**src/rtl/sreg_pkg.sv**
```systemverilog
package sreg_pkg;
  localparam int WORD_W = 16;
  localparam int ADDR_W = 6;
  localparam int DIR_BIT = WORD_W - 1;
  localparam int FRAME_BITS = 2 * WORD_W;
  localparam int CNT_W = $clog2(FRAME_BITS + 1);
endpackage

```
**src/rtl/sreg_sync.sv**
```systemverilog
module sreg_sync #(
  parameter int W = 3,
  parameter int STAGES = 2,
  parameter logic [W-1:0] RST_VAL = '0
) (
  input  logic         clk,
  input  logic         rst_n,
  input  logic [W-1:0] d,
  output logic [W-1:0] q
);
  logic [W-1:0] stg_q [STAGES];

  always_ff @(posedge clk or negedge rst_n) begin
    if (!rst_n) begin
      for (int i = 0; i < STAGES; i++) stg_q[i] <= RST_VAL;
    end else begin
      stg_q[0] <= d;
      for (int i = 1; i < STAGES; i++) stg_q[i] <= stg_q[i-1];
    end
  end

  assign q = stg_q[STAGES-1];
endmodule

```
**src/rtl/sreg_frame.sv**
```systemverilog
module sreg_frame
  import sreg_pkg::*;
(
  input  logic              clk,
  input  logic              rst_n,
  input  logic              sclk_s,
  input  logic              cs_n_s,
  input  logic              sdin_s,
  output logic              sdout,
  output logic              reg_wr_en,
  output logic              reg_rd_en,
  output logic [ADDR_W-1:0] reg_addr,
  output logic [WORD_W-1:0] reg_wdata,
  input  logic              reg_rd_ack,
  input  logic [WORD_W-1:0] reg_rdata
);
  localparam logic [CNT_W-1:0] CNT_CMD_LAST  = CNT_W'(WORD_W - 1);
  localparam logic [CNT_W-1:0] CNT_DATA_FST  = CNT_W'(WORD_W);
  localparam logic [CNT_W-1:0] CNT_FRAME_LST = CNT_W'(FRAME_BITS - 1);
  localparam logic [CNT_W-1:0] CNT_FRAME     = CNT_W'(FRAME_BITS);

  logic              sclk_d_q;
  logic [CNT_W-1:0]  cnt_q, cnt_n;
  logic [WORD_W-1:0] sh_q, sh_n;
  logic [WORD_W-1:0] tx_q, tx_n;
  logic [WORD_W-1:0] wdata_q, wdata_n;
  logic [ADDR_W-1:0] addr_q, addr_n;
  logic              is_rd_q, is_rd_n;
  logic              sdout_q, sdout_n;
  logic              wr_q, wr_n, rd_q, rd_n;
  logic              rise, fall, active;
  logic [WORD_W-1:0] word_in;

  assign rise    = sclk_s & ~sclk_d_q;
  assign fall    = ~sclk_s & sclk_d_q;
  assign active  = ~cs_n_s;
  assign word_in = {sh_q[WORD_W-2:0], sdin_s};

  always_comb begin
    cnt_n   = cnt_q;
    sh_n    = sh_q;
    tx_n    = tx_q;
    wdata_n = wdata_q;
    addr_n  = addr_q;
    is_rd_n = is_rd_q;
    sdout_n = sdout_q;
    wr_n    = 1'b0;
    rd_n    = 1'b0;
    if (!active) begin
      cnt_n   = '0;
      sh_n    = '0;
      tx_n    = '0;
      is_rd_n = 1'b0;
      sdout_n = 1'b0;
    end else begin
      if (rise && (cnt_q < CNT_FRAME)) begin
        sh_n  = word_in;
        cnt_n = cnt_q + 1'b1;
        if (cnt_q == CNT_CMD_LAST) begin
          is_rd_n = word_in[DIR_BIT];
          addr_n  = word_in[ADDR_W-1:0];
          rd_n    = word_in[DIR_BIT];
        end
        if ((cnt_q == CNT_FRAME_LST) && !is_rd_q) begin
          wr_n    = 1'b1;
          wdata_n = word_in;
        end
      end
      if (reg_rd_ack && is_rd_q) tx_n = reg_rdata;
      if (fall && is_rd_q && (cnt_q >= CNT_DATA_FST) && (cnt_q < CNT_FRAME)) begin
        sdout_n = tx_q[WORD_W-1];
        tx_n    = {tx_q[WORD_W-2:0], 1'b0};
      end
    end
  end

  always_ff @(posedge clk or negedge rst_n) begin
    if (!rst_n) begin
      sclk_d_q <= 1'b0;
      cnt_q    <= '0;
      sh_q     <= '0;
      tx_q     <= '0;
      wdata_q  <= '0;
      addr_q   <= '0;
      is_rd_q  <= 1'b0;
      sdout_q  <= 1'b0;
      wr_q     <= 1'b0;
      rd_q     <= 1'b0;
    end else begin
      sclk_d_q <= sclk_s;
      cnt_q    <= cnt_n;
      sh_q     <= sh_n;
      tx_q     <= tx_n;
      wdata_q  <= wdata_n;
      addr_q   <= addr_n;
      is_rd_q  <= is_rd_n;
      sdout_q  <= sdout_n;
      wr_q     <= wr_n;
      rd_q     <= rd_n;
    end
  end

  assign sdout     = sdout_q;
  assign reg_wr_en = wr_q;
  assign reg_rd_en = rd_q;
  assign reg_addr  = addr_q;
  assign reg_wdata = wdata_q;

  p_wr_pulse_r3: assert property (@(posedge clk) disable iff (!rst_n)
    reg_wr_en |=> !reg_wr_en);
  p_rd_pulse_r4: assert property (@(posedge clk) disable iff (!rst_n)
    reg_rd_en |=> !reg_rd_en);
  p_single_access_r6: assert property (@(posedge clk) disable iff (!rst_n)
    ((cnt_q == CNT_FRAME) && $stable(cnt_q)) |-> (!reg_wr_en && !reg_rd_en));
  p_idle_sdout_r8: assert property (@(posedge clk) disable iff (!rst_n)
    cs_n_s |=> !sdout);
  p_excl_r9: assert property (@(posedge clk) disable iff (!rst_n)
    !(reg_wr_en && reg_rd_en));
endmodule

```
**src/rtl/sreg_slave.sv**
```systemverilog
module sreg_slave
  import sreg_pkg::*;
#(
  parameter int SYNC_STAGES = 2
) (
  input  logic              clk,
  input  logic              rst_n,
  input  logic              sclk,
  input  logic              cs_n,
  input  logic              sdin,
  output logic              sdout,
  output logic              reg_wr_en,
  output logic              reg_rd_en,
  output logic [ADDR_W-1:0] reg_addr,
  output logic [WORD_W-1:0] reg_wdata,
  input  logic              reg_rd_ack,
  input  logic [WORD_W-1:0] reg_rdata
);
  logic [2:0] pins_s;

  sreg_sync #(
    .W(3),
    .STAGES(SYNC_STAGES),
    .RST_VAL(3'b010)
  ) u_sync (
    .clk  (clk),
    .rst_n(rst_n),
    .d    ({sclk, cs_n, sdin}),
    .q    (pins_s)
  );

  sreg_frame u_frame (
    .clk       (clk),
    .rst_n     (rst_n),
    .sclk_s    (pins_s[2]),
    .cs_n_s    (pins_s[1]),
    .sdin_s    (pins_s[0]),
    .sdout     (sdout),
    .reg_wr_en (reg_wr_en),
    .reg_rd_en (reg_rd_en),
    .reg_addr  (reg_addr),
    .reg_wdata (reg_wdata),
    .reg_rd_ack(reg_rd_ack),
    .reg_rdata (reg_rdata)
  );
endmodule

```
**config.mk**
```make
export PLATFORM = sky130hd
export DESIGN_NAME = sreg_slave
export DESIGN_NICKNAME = d
export VERILOG_FILES = /design/src/rtl/sreg_pkg.sv /design/src/rtl/sreg_sync.sv /design/src/rtl/sreg_frame.sv /design/src/rtl/sreg_slave.sv
export SDC_FILE = /design/constraint.sdc
export NUM_CORES = 1
export LEC_CHECK = 0
export BUFFER_PORTS_ARGS = -buffer_cell sky130_fd_sc_hd__buf_2
export CORE_ASPECT_RATIO = 1.2
export CORE_MARGIN = 4
export CORE_UTILIZATION = 41
export CTS_CLUSTER_DIAMETER = 100
export DETAILED_ROUTE_END_ITERATION = 7
export GPL_ROUTABILITY_DRIVEN = 0
export PLACE_DENSITY = 0.58
export SYNTH_ARGS = -nofsm -noshare
export SYNTH_HDL_FRONTEND = slang
export SYNTH_HIERARCHICAL = 1
export SYNTH_SLANG_ARGS = --single-unit
```
**constraint.sdc**
```tcl
create_clock -name clk -period 2.1 [get_ports clk]
set_input_delay 0 -clock clk [delete_from_list [all_inputs] [get_ports clk]]
set_output_delay 0 -clock clk [all_outputs]
set_load 0.05 [all_outputs]
```
; ---- Word level (Yosys, flattened, before mapping)
; Cells that the tools add are included.
[word_totals]
reg_bits = 70
word_cells = 54
inputBits = 22
[classes]
n_mux = 18
n_lt_le_gt_ge = 2
n_bitwise = 5
reduce_logical = 14
add_sub_neg = 1
eq_ne = 2
[op_table]
columns = operator, n
row1 = two-way mux 16 bit, 3
row2 = two-way mux 15 bit, 2
row3 = two-way mux 6 bit, 2
row4 = two-way mux 1 bit, 11
row5 = adder 6 x 1 -> 6 bit (second input constant), 1
row6 = == test 6 x 4 -> 1 bit (second input constant), 1
row7 = == test 6 x 5 -> 1 bit (second input constant), 1
row8 = greater-or-equal comparator 6 x 5 -> 1 bit (second input constant), 1
row9 = logical AND 1 bit, 6
row10 = less-than comparator 6 bit (second input constant), 1
row11 = AND reduction 3 bit, 2
row12 = nonzero test 2 bit, 3
row13 = NOT 1 bit, 3
row14 = nonzero test 3 bit, 1
row15 = AND 1 bit, 2
row16 = AND reduction 2 bit, 1
row17 = logical NOT 1 bit, 1

; ---- Longest topological paths before layout
; Gate-level depths: netlist of the first run.
[logic_depth]
depth_word = 7
ltp_mapped = 6
ltp_nobuf = 4

; ---- Cells and area by module
; Netlist of the first run, hierarchy kept.
[modules_own_cells]
columns = module, area_each_um2, n_inst, cells_per_inst
row1 = sreg_frame, 2965.3, 1, 272
row2 = sreg_sync, 175.2, 1, 9

; ---- Least setup slack after synthesis of the first run
; No wires, ideal clock.
[synth_timing]
path_type = register -> register
from = register u_frame.sclk_d_q
to = register u_frame.wdata_q[10], in the netlist u_frame/reg_wdata[10]
path_stages_with_launch = 7
path_slack_ns = 0.266
synth_period_minus_slack_ns = 1.834
arrival_ns = 1.709
setup_time_ns = 0.125
path_cell_list = dfrtp_1 -> buf_6 -> nand4bb_4 -> buf_6 -> nor4_4 -> buf_6 -> mux2_4
[synth_between]
elab_chain_cells = 4
[synth_rtl]
columns = element, line_no
row1 = "start, declared", sreg_frame.sv:22  ; logic sclk_d_q;
row2 = "start signal, assigned", sreg_frame.sv:90  ; sclk_d_q <= sclk_s;
row3 = NOT 1 bit, sreg_frame.sv:34  ; assign rise = sclk_s & ~sclk_d_q;
row4 = AND 1 bit, sreg_frame.sv:34
row5 = logical AND 1 bit, sreg_frame.sv:56  ; if (rise && (cnt_q < CNT_FRAME)) begin
row6 = AND reduction 3 bit (no line), -
row7 = "end signal, assigned", sreg_frame.sv:94  ; wdata_q <= wdata_n;
row8 = "end, declared", sreg_frame.sv:26  ; logic [WORD_W-1:0] wdata_q, wdata_n;
; No other way between the ends.
; A chain may end at the register's enable or synchronous reset.

; ---- Worst setup path in the final report of the first run
[layout_timing]
from = register u_frame.cnt_q[5]
to = register u_frame.addr_q[2], in the netlist u_frame/reg_addr[2]
[layout_between]
elab_chain_cells = 3
word_cells_on_any_way = 4
[layout_rtl]
columns = element, line_no
row1 = "start, declared", sreg_frame.sv:23  ; logic [CNT_W-1:0] cnt_q, cnt_n;
row2 = "start signal, assigned", sreg_frame.sv:91  ; cnt_q <= cnt_n;
row3 = less-than comparator 6 bit, sreg_frame.sv:56
row4 = logical AND 1 bit, sreg_frame.sv:56
row5 = AND reduction 3 bit (no line) (*), -
row6 = "end signal, assigned", sreg_frame.sv:95  ; addr_q <= addr_n;
row7 = "end, declared", sreg_frame.sv:27  ; logic [ADDR_W-1:0] addr_q, addr_n;
; Mark *: on every way between the ends. The rest lies on a longest branch, timed or not.

==> impl_metrics.env, run 1 <==
export IMPL_grt_pass1_wl_um=10520
export IMPL_yosysUniqueCellTypes=35
export IMPL_holdWs_ps=91.13
export IMPL_cp_cell_sequence="nand4bb_4 -> or3_1 -> mux2_1"
export IMPL_grtUsageMet2_pct=23.01
export IMPL_layout_drive_gt1_share_pct=29.00
export IMPL_gr_usage_met1_pct=18.89
export IMPL_hp_class="input pin to flip-flop"
export IMPL_grt_use_met3_pct=2.853
export IMPL_synthMuxAreaShare_pct=9.402
export IMPL_final_util_pct=50.48
export IMPL_ys_warn_count=6
export IMPL_synth_area_leaders="dfrtp_1, a21oi_1, mux2_4"
export IMPL_synth_largest_area_cell="dfrtp_1"
export IMPL_crit_buf_inv=0
export IMPL_drcViolationCount=0
export IMPL_skew_ps=16.77
export IMPL_crit_type="flip-flop to flip-flop"
export IMPL_required_ps=2330
export IMPL_dieArea_um2=9130
export IMPL_netSwitchingPower_mw=0.6395
export IMPL_synth_fp_nets=304
export IMPL_cpMaxStageDelayCell="or3_1"
export IMPL_cts_tree="done"
export IMPL_post_dp_cell_area_um2=3462
export IMPL_period_minus_slack_ps=1799
export IMPL_avgRoutedWirePerCell_um=14.63
export IMPL_io_pin_count=47
export IMPL_synth_edff_count=0
export IMPL_cp_max_fo=9
export IMPL_seq_area_frac_synth_pct=55.86
export IMPL_critical_path_top_delay_family="simple AND/OR/NAND/NOR gates"
export IMPL_async_reset_ff_share_pct=100.0
export IMPL_core_rowCount=34
export IMPL_post_cts_setup_buffer_count=0
export IMPL_worstPathArrival_ps=2030
export IMPL_p_seq_share_pct=52.7
export IMPL_p_int_mw=1.958
export IMPL_power_density_nw_per_um2=699.3
export IMPL_synth_compound_area_share_pct=15.06
export IMPL_reg2reg_depth=3
export IMPL_clk_latency_ps=350
export IMPL_maxClockFrequency_mhz=556.0
export IMPL_design_area_um2=3715
export IMPL_drt_iter0_markers=88
export IMPL_maxCapViolCount=0
export IMPL_antenna_found_initial=0
export IMPL_swShare_pct=24.62
export IMPL_synth_xor_area_share_pct=0.2789
export IMPL_core_um2=7360
export IMPL_leakagePower_nw=1.744
export IMPL_synthTopCellsByCount="dfrtp_1, nand2_1, a21oi_1"
export IMPL_clockBufferDepth=2
export IMPL_setup_viol=0
export IMPL_reg2reg_slack_ps=300
export IMPL_status="finished, final reports clean"
export IMPL_synth_seq_cells=70
export IMPL_ant_nets=0
export IMPL_yosys_cell_count_top_type="dfrtp_1"
export IMPL_finalSetupTns_ps=0
export IMPL_area_growth_pct=18.29
export IMPL_cp_start_kind="flip-flop"
export IMPL_diodes=0
export IMPL_hold_violations=0
export IMPL_drt_wl_total_um=6161
export IMPL_syn_area_um2=3141
export IMPL_min_from="reg_rdata[6]"
export IMPL_ctsRootBufferMaster="clkbuf_8"
export IMPL_synth_cells=281
export IMPL_syn_avg_cell_area_um2=11.18
export IMPL_drv_slew=0
export IMPL_clkPwrFrac_pct=43.0
export IMPL_holdBufCountCts=5
export IMPL_worst_ir_drop_vdd_v=0.0005066
export IMPL_synth_top_cell_area_share_pct=54.18
export IMPL_grt_overflow_total=0
export IMPL_cp_end_kind="flip-flop"
export IMPL_dieWidth_um=87.90
export IMPL_synth_top_family_by_area="compound AO/OA/AOI/OAI gates"
export IMPL_slew_headroom_pct=68.51
export IMPL_reg2reg_to="u_frame/reg_addr[2]"
export IMPL_vias=2208
export IMPL_rr_startpoint="u_frame/cnt_q[5]"
export IMPL_numCtsBuffers=9
export IMPL_top_usage_layer="met2"
export IMPL_synth_ff_type="dfrtp_1"
export IMPL_synthAdderAreaFrac_pct=0.3984
export IMPL_clkTransAtPathRegs_ps=80
export IMPL_critPathMaxStageDelay_ps=540
export IMPL_post_route_period_util_pct=85.65
export IMPL_hold_depth=4
export IMPL_grt_setup_unrepaired="false"
export IMPL_clock_sinks=70
export IMPL_holdPathEnd="u_frame/tx_q[6]"
export IMPL_grt_max_degree=34
export IMPL_nets=349
export IMPL_port_buffers=46
export IMPL_tightest_slew_ps=472.3
export IMPL_via_per_inst=5.245
export IMPL_postCtsResizedCells=0
export IMPL_htreeDepth=3
export IMPL_start_util_pct=42.67
export IMPL_dp_hpwl_um=3922
export IMPL_combPwrFrac_pct=4.4
export IMPL_firstDrtPassIters=6
export IMPL_yosys_area_share_simple_pct=14.30
export IMPL_die_h_um=103.9
export IMPL_grt_pass1_vias=2178
export IMPL_grt_usage_pct=14.50
[kinds of logic (layout without fill, tap and decap cells)]
logic type / Yosys count / count (layout)
adder cells (fa/ha/maj): 1 / 1
AO/OA/AOI/OAI: 73 / 73
XOR/XNOR: 1 / 1
AND/OR/NAND/NOR: 83 / 83
buffers and inverters: 30 / 80
multiplexers: 23 / 23
flip-flops: 70 / 70
[metrics by stage]
step           instances  setup slack [ps]  total power, mW
5_1_grt              421             212.2            2.705
3_5_place_dp         400             287.0            1.505
2_1_floorplan        281             265.8            1.440
4_1_cts              421             282.7            2.636
6_report             421             301.3            2.598
3_3_place_gp         400             324.4            1.504
[layout by cell type, fill, tap and decap left out]
cell	synthesis	routed
o2bb2ai_1	15	15
nor3b_2	1	1
a211oi_1	1	1
mux2_2	6	6
ha_1	1	1
or3b_2	1	1
nor4_1	1	1
mux2i_1	1	1
clkbuf_8	0	9
dfrtp_1	68	68
a21bo_2	1	1
xnor2_1	1	1
nor4bb_4	0	1
nand2b_1	1	1
a21boi_0	15	15
buf_2	1	46
mux2_1	6	6
nor2_1	2	2
o311ai_0	1	1
buf_12	0	2
nor3_1	1	1
o21ai_0	4	4
mux2_4	10	10
a21oi_1	35	35
nand3_1	16	16
or3_1	5	5
bufinv_16	0	1
dlygate4sd3_1	0	5
nand2_1	37	37
nand4bb_4	1	1
inv_1	3	3
and3_1	15	15
buf_4	3	8
clkinvlp_4	0	3
nor4_4	1	1
o21a_1	1	1
inv_6	0	3
dfstp_2	2	2
[worst register-to-register path: stages, from the launching register on]
cell,delay [ps]
dfrtp_1,460
nand4bb_4,320
or3_1,540
mux2_1,360
[sequential cells by signal, indices dropped and copies added (netlist names)]
register and cells:
u_frame/reg_rd_en 1, u_frame/sclk_d_q 1, u_frame/sdout 1, u_frame/reg_addr 6
u_sync/stg_q 3, u_sync/q 3, u_frame/reg_wr_en 1, u_frame/cnt_q 6
u_frame/tx_q 16, u_frame/sh_q 15, u_frame/is_rd_q 1, u_frame/reg_wdata 16
[layer usage]
metal / part of all wire [%] / up-vias
met1: 46 / 1075
met2: 48 / 43
met4: 1.2 / 0
li1: - / 1082
met5: 0 / -
met3: 4.4 / 8
[worst max path at each step]
stage | startpoint | depth (start not counted) | end | slack (ps)
6_report | u_frame/cnt_q[5] | 3 | u_frame/reg_addr[2] | 300
5_1_grt | u_frame/cnt_q[5] | 3 | u_frame/reg_addr[1] | 210
4_1_cts | u_frame/cnt_q[5] | 3 | u_frame/reg_addr[2] | 280
3_5_place_dp | u_frame/cnt_q[5] | 3 | u_frame/reg_addr[2] | 290
3_3_place_gp | u_frame/cnt_q[5] | 3 | u_frame/reg_addr[5] | 320
2_1_floorplan | u_frame/sclk_d_q | 6 | u_frame/reg_wdata[10] | 270
[final cells by class]
type                    count  area (µm²)
flip-flops and latches     70        1754
well taps                  90       112.6
multi-input cells         181        1254
clock buffers               9       123.9
fillers                   688        3645
inverters                   3       11.26
repair buffers             61       380.4
clock inverters             7       78.83
[power groups by stage]
stage	Sequential, mW	Combinational, mW	Clock (mW)
floorplan	1.39	0.0507	0
global placement	1.40	0.109	0
detailed placement	1.40	0.110	0
CTS	1.37	0.117	1.15
global route	1.37	0.128	1.21
finish	1.37	0.113	1.12
No activity file was read; power rests on OpenSTA's default activity.
==> inputs of run 2 (changes only) <==
CORE_ASPECT_RATIO = 1.1   (was 1.2)
TNS_END_PERCENT = 5   (was unset)
==> run 2 against run 1 <==
Net effect:
- sequential share of layout area down 0.11 points
- clock skew down 4.8 ps
- total power down 1.2%
- utilization down 0.65 points
- global-route usage about the same
==> impl_metrics.env, run 2 (same netlist as run 1, synthesis figures left out) <==
export IMPL_firstDrtPassIters=4
export IMPL_register_area_um2=1754
export IMPL_p_seq_share_pct=53.3
export IMPL_maxCapViolCount=0
export IMPL_worst_ir_drop_vdd_v=0.0003659
export IMPL_port_buffers=46
export IMPL_leakagePower_nw=1.742
export IMPL_nets=348
export IMPL_setup_viol=0
export IMPL_dieWidth_um=91.45
export IMPL_hp_class="input pin to asynchronous set/reset pin"
export IMPL_cp_cell_sequence="or3_1 -> or3_1 -> mux2_1"
export IMPL_multiInputGateArea_um2=1254
export IMPL_grt_setup_unrepaired="false"
export IMPL_grt_pass1_wl_um=10650
export IMPL_n_fill_cell=698
export IMPL_core_rowCount=33
export IMPL_p_int_mw=1.981
export IMPL_clkPwrFrac_pct=42.3
export IMPL_drcViolationCount=0
export IMPL_dieArea_um2=9125
export IMPL_htreeDepth=3
export IMPL_vias=2224
export IMPL_rr_startpoint="u_frame/cnt_q[4]"
export IMPL_antenna_found_initial=0
export IMPL_drt_iter0_markers=86
export IMPL_netSwitchingPower_mw=0.5856
export IMPL_diodes=0
export IMPL_design_area_um2=3724
export IMPL_grt_pass1_vias=2224
export IMPL_ant_nets=0
export IMPL_reg2reg_slack_ps=270
export IMPL_combPwrFrac_pct=4.4
export IMPL_reg2reg_to="u_frame/reg_addr[4]"
export IMPL_ctsRootBufferMaster="clkbuf_8"
export IMPL_status="finished, final reports clean"
export IMPL_skew_ps=11.98
export IMPL_numCtsBuffers=9
export IMPL_reg2reg_depth=3
export IMPL_postCtsResizedCells=0
export IMPL_swShare_pct=22.82
export IMPL_maxClockFrequency_mhz=547.1
export IMPL_final_cell_mix="dfrtp_1, buf_2, nand2_1"
export IMPL_clkTransAtPathRegs_ps=80
export IMPL_drt_wl_total_um=6259
export IMPL_avgRoutedWirePerCell_um=14.39
export IMPL_tightest_slew_ps=403.3
export IMPL_holdWs_ps=78.05
export IMPL_cp_max_fo=8
export IMPL_final_common_cell="dfrtp_1"
export IMPL_core_um2=7473
export IMPL_worstPathArrival_ps=2040
export IMPL_grt_usage_pct=14.54
export IMPL_die_h_um=99.79
export IMPL_post_dp_cell_area_um2=3473
export IMPL_clock_sinks=70
export IMPL_required_ps=2310
export IMPL_cp_start_kind="flip-flop"
export IMPL_finalSetupTns_ps=0
export IMPL_power_density_nw_per_um2=689.2
export IMPL_period_minus_slack_ps=1828
export IMPL_post_route_period_util_pct=87.03
export IMPL_clk_latency_ps=340
export IMPL_cp_end_kind="flip-flop"
export IMPL_via_per_inst=5.113
export IMPL_cpMaxStageDelayCell="or3_1"
export IMPL_clockBufferDepth=2
export IMPL_crit_type="flip-flop to flip-flop"
export IMPL_hold_violations=0
export IMPL_start_util_pct=42.02
export IMPL_layout_drive_gt1_share_pct=28.48
export IMPL_io_pin_count=47
export IMPL_grt_max_degree=60
export IMPL_cts_tree="done"
export IMPL_slew_headroom_pct=72.77
export IMPL_cp_startpoint="u_frame/cnt_q[4]"
export IMPL_dp_hpwl_um=3833
export IMPL_crit_path_frequent_cell="or3_1"
export IMPL_grt_overflow_total=0
export IMPL_critPathMaxStageDelay_ps=490
export IMPL_area_growth_pct=18.57
export IMPL_drv_slew=0
## run 2: changes by cell type in the layout (fill, tap and decap cells not counted), sizes merged
cell and change:
clkbuf +2, inv -2, buf -1, clkinv +1, clkinvlp -1
## run 2: worst max-delay path by stage
stage	endpoint	slack (ps)	depth (start not counted)
floorplan	u_frame/reg_wdata[10]	270	6
global placement	u_frame/reg_addr[0]	320	3
detailed placement	u_frame/reg_addr[0]	280	3
CTS	u_frame/reg_addr[4]	270	3
global route	u_frame/reg_addr[5]	220	3
finish	u_frame/reg_addr[4]	270	3
## run 2: layout make-up
| type | instances | area share [%] |
|---|---|---|
| clock buffers | 11 | 3.797 |
| well taps | 105 | 3.528 |
| multi-input cells | 181 | 33.67 |
| repair buffers | 60 | 10.01 |
| flip-flops and latches | 70 | 47.11 |
| inverters | 3 | 0.3024 |
| clock inverters | 5 | 1.579 |
## run 2: critical path: cells and delay by family (launching register included)
| kind | cells | cell delay (ps) |
|---|---|---|
| muxes | 1 | 370 |
| and+or+nand+nor | 2 | 890 |
| DFF | 1 | 460 |
## run 2: metrics by stage
| step | instances | util, % | power, mW | setup WS [ps] |
|---|---|---|---|---|
| finish | 435 | 49.82 | 2.566 | 272.3 |
| global route | 435 | 49.82 | 2.685 | 220.2 |
| CTS | 435 | 49.82 | 2.611 | 266.5 |
| detailed placement | 414 | 46.48 | 1.503 | 277.6 |
| global placement | 414 | 46.48 | 1.503 | 315.1 |
| floorplan | 281 | - | 1.440 | 265.8 |
## run 2: per-layer routing
layer,part of all wire (%),track usage [%]
met5,0,0
met2,47,23.55
met1,47,18.55
met4,1.8,7.657
met3,4.2,2.774
## run 2: timing repair
| item | in CTS | in global routing |
|---|---|---|
| endpoints found under the hold margin | 72 | 0 |
| buffers inserted | 0 | 0 |
| setup endpoints to repair | 0 | 0 |
| hold buffers | 5 | 0 |
## run 2: power by group through the flow
stage / clock (mW) / sequential (mW) / combinational (mW)
global route: 1.19 / 1.37 / 0.128
floorplan: 0 / 1.39 / 0.0507
global placement: 0 / 1.39 / 0.108
detailed placement: 0 / 1.39 / 0.109
finish: 1.08 / 1.37 / 0.112
CTS: 1.13 / 1.37 / 0.116
==> inputs of run 3 (changes only) <==
REMOVE_ABC_BUFFERS = 1   (was unset)
==> run 3 against run 2 <==
Net effect:
- design area is 0.20% lower
- total power is 0.14% higher
- hold slack worse by 33 ps
- combinational power hardly changed
- setup slack better by 7.2 ps
- routed wire length is 2.6% higher
- utilization is 0.10 points lower
- final cell count is 0.23% higher
- largest cell class unchanged
- clock power hardly changed
- critical path depth stayed put
- sequential cell count stayed put
==> impl_metrics.env, run 3 (same netlist as run 1, synthesis figures left out) <==
export IMPL_status="finished, final reports clean"
export IMPL_grt_pass1_vias=2256
export IMPL_clockBufferDepth=2
export IMPL_setup_viol=0
export IMPL_core_um2=7473
export IMPL_ant_nets=0
export IMPL_leakagePower_nw=1.748
export IMPL_skew_ps=11.63
export IMPL_maxCapViolCount=0
export IMPL_numCtsBuffers=9
export IMPL_holdWs_ps=45.14
export IMPL_clock_sinks=70
export IMPL_slew_headroom_pct=70.94
export IMPL_dieWidth_um=91.45
export IMPL_final_cell_mix="dfrtp_1, buf_2, nand2_1"
export IMPL_io_pin_count=47
export IMPL_grt_setup_unrepaired="false"
export IMPL_maxClockFrequency_mhz=549.3
export IMPL_cp_end_kind="flip-flop"
export IMPL_port_buffers=46
export IMPL_layout_drive_gt1_share_pct=29.00
export IMPL_dp_hpwl_um=3977
export IMPL_hold_violations=0
export IMPL_holdBufCountCts=5
export IMPL_drt_wl_total_um=6422
export IMPL_dieArea_um2=9125
export IMPL_die_h_um=99.79
export IMPL_worst_slack_ps=279.5
export IMPL_area_growth_pct=18.33
export IMPL_via_per_inst=5.151
export IMPL_worstPathArrival_ps=2050
export IMPL_clk_latency_ps=350
export IMPL_grt_overflow_total=0
export IMPL_dp_slack_ps=263.0
export IMPL_post_cts_setup_buffer_count=0
export IMPL_ctsRootBufferMaster="clkbuf_8"
export IMPL_htreeDepth=3
export IMPL_cts_tree="done"
export IMPL_cp_max_fo=9
export IMPL_reg2reg_depth=3
export IMPL_tightest_slew_ps=435.9
export IMPL_drv_slew=0
export IMPL_design_area_um2=3716
export IMPL_grt_max_degree=39
export IMPL_antenna_found_initial=0
export IMPL_diodes=0
export IMPL_grt_pass1_wl_um=11040
export IMPL_finalSetupTns_ps=0
export IMPL_worst_ir_drop_vdd_v=0.0003874
export IMPL_nets=349
export IMPL_crit_type="flip-flop to flip-flop"
export IMPL_avgRoutedWirePerCell_um=14.73
export IMPL_firstDrtPassIters=4
export IMPL_period_minus_slack_ps=1821
export IMPL_final_common_cell="dfrtp_1"
export IMPL_power_density_nw_per_um2=691.6
export IMPL_grt_usage_pct=14.99
export IMPL_vias=2246
export IMPL_post_dp_cell_area_um2=3468
export IMPL_drt_iter0_markers=82
export IMPL_start_util_pct=42.02
export IMPL_drcViolationCount=0
export IMPL_core_rowCount=33
export IMPL_cp_start_kind="flip-flop"
export IMPL_hp_class="input pin to asynchronous set/reset pin"
export IMPL_postCtsResizedCells=0
export IMPL_clkTransAtPathRegs_ps=80
export IMPL_required_ps=2330
export IMPL_post_route_period_util_pct=86.69
-- run 3: where the power goes --
group	internal [mW]	total [mW]	switching [mW]
Combinational	0.0378	0.113	0.0755
Clock	0.552	1.09	0.536
Sequential	1.36	1.37	0.00926
Total	1.95	2.57	0.621
-- run 3: path summary, 6_finish.rpt --
path	startpoint	end	slack [ps]
min	rst_n	u_frame/reg_wdata[6]	50
max	u_frame/cnt_q[5]	u_frame/reg_addr[3]	280
min reg2reg	u_sync/stg_q[5]	u_sync/q[2]	350
max reg2reg	u_frame/cnt_q[5]	u_frame/reg_addr[3]	280
max in group asynchronous	rst_n	u_sync/q[1]	1430
min in group clk	reg_rdata[15]	u_frame/tx_q[15]	100
-- run 3: cell type report --
class | count | area (µm²)
clock buffers | 9 | 123.9
clock inverters | 7 | 73.82
fillers | 695 | 3757
inverters | 3 | 11.26
multi-input cells | 181 | 1254
flip-flops and latches | 70 | 1754
well taps | 105 | 131.4
repair buffers | 61 | 367.9
-- run 3: per-stage QoR --
stage                     utilization (%)  power, mW  cells
after floorplan                         -      1.424    254
after global placement              46.41      1.503    415
after detailed placement            46.41      1.504    415
after CTS                           49.72      2.605    436
after global routing                49.72      2.680    436
final                               49.72      2.570    436
-- run 3: per-layer routing --
layer | GRT usage [%] | part of all wire [%] | vias to the layer above
li1 | - | - | 1084
met4 | 6.961 | 1.1 | 0
met1 | 21.16 | 49 | 1109
met3 | 3.448 | 4.7 | 9
met2 | 21.92 | 45 | 44
met5 | 0 | 0 | -
-- run 3: critical path, cell delays in order (launching register included) --
cell	delay (ps)
dfrtp_1	460
nand4bb_4	340
or3_1	550
mux2_1	360
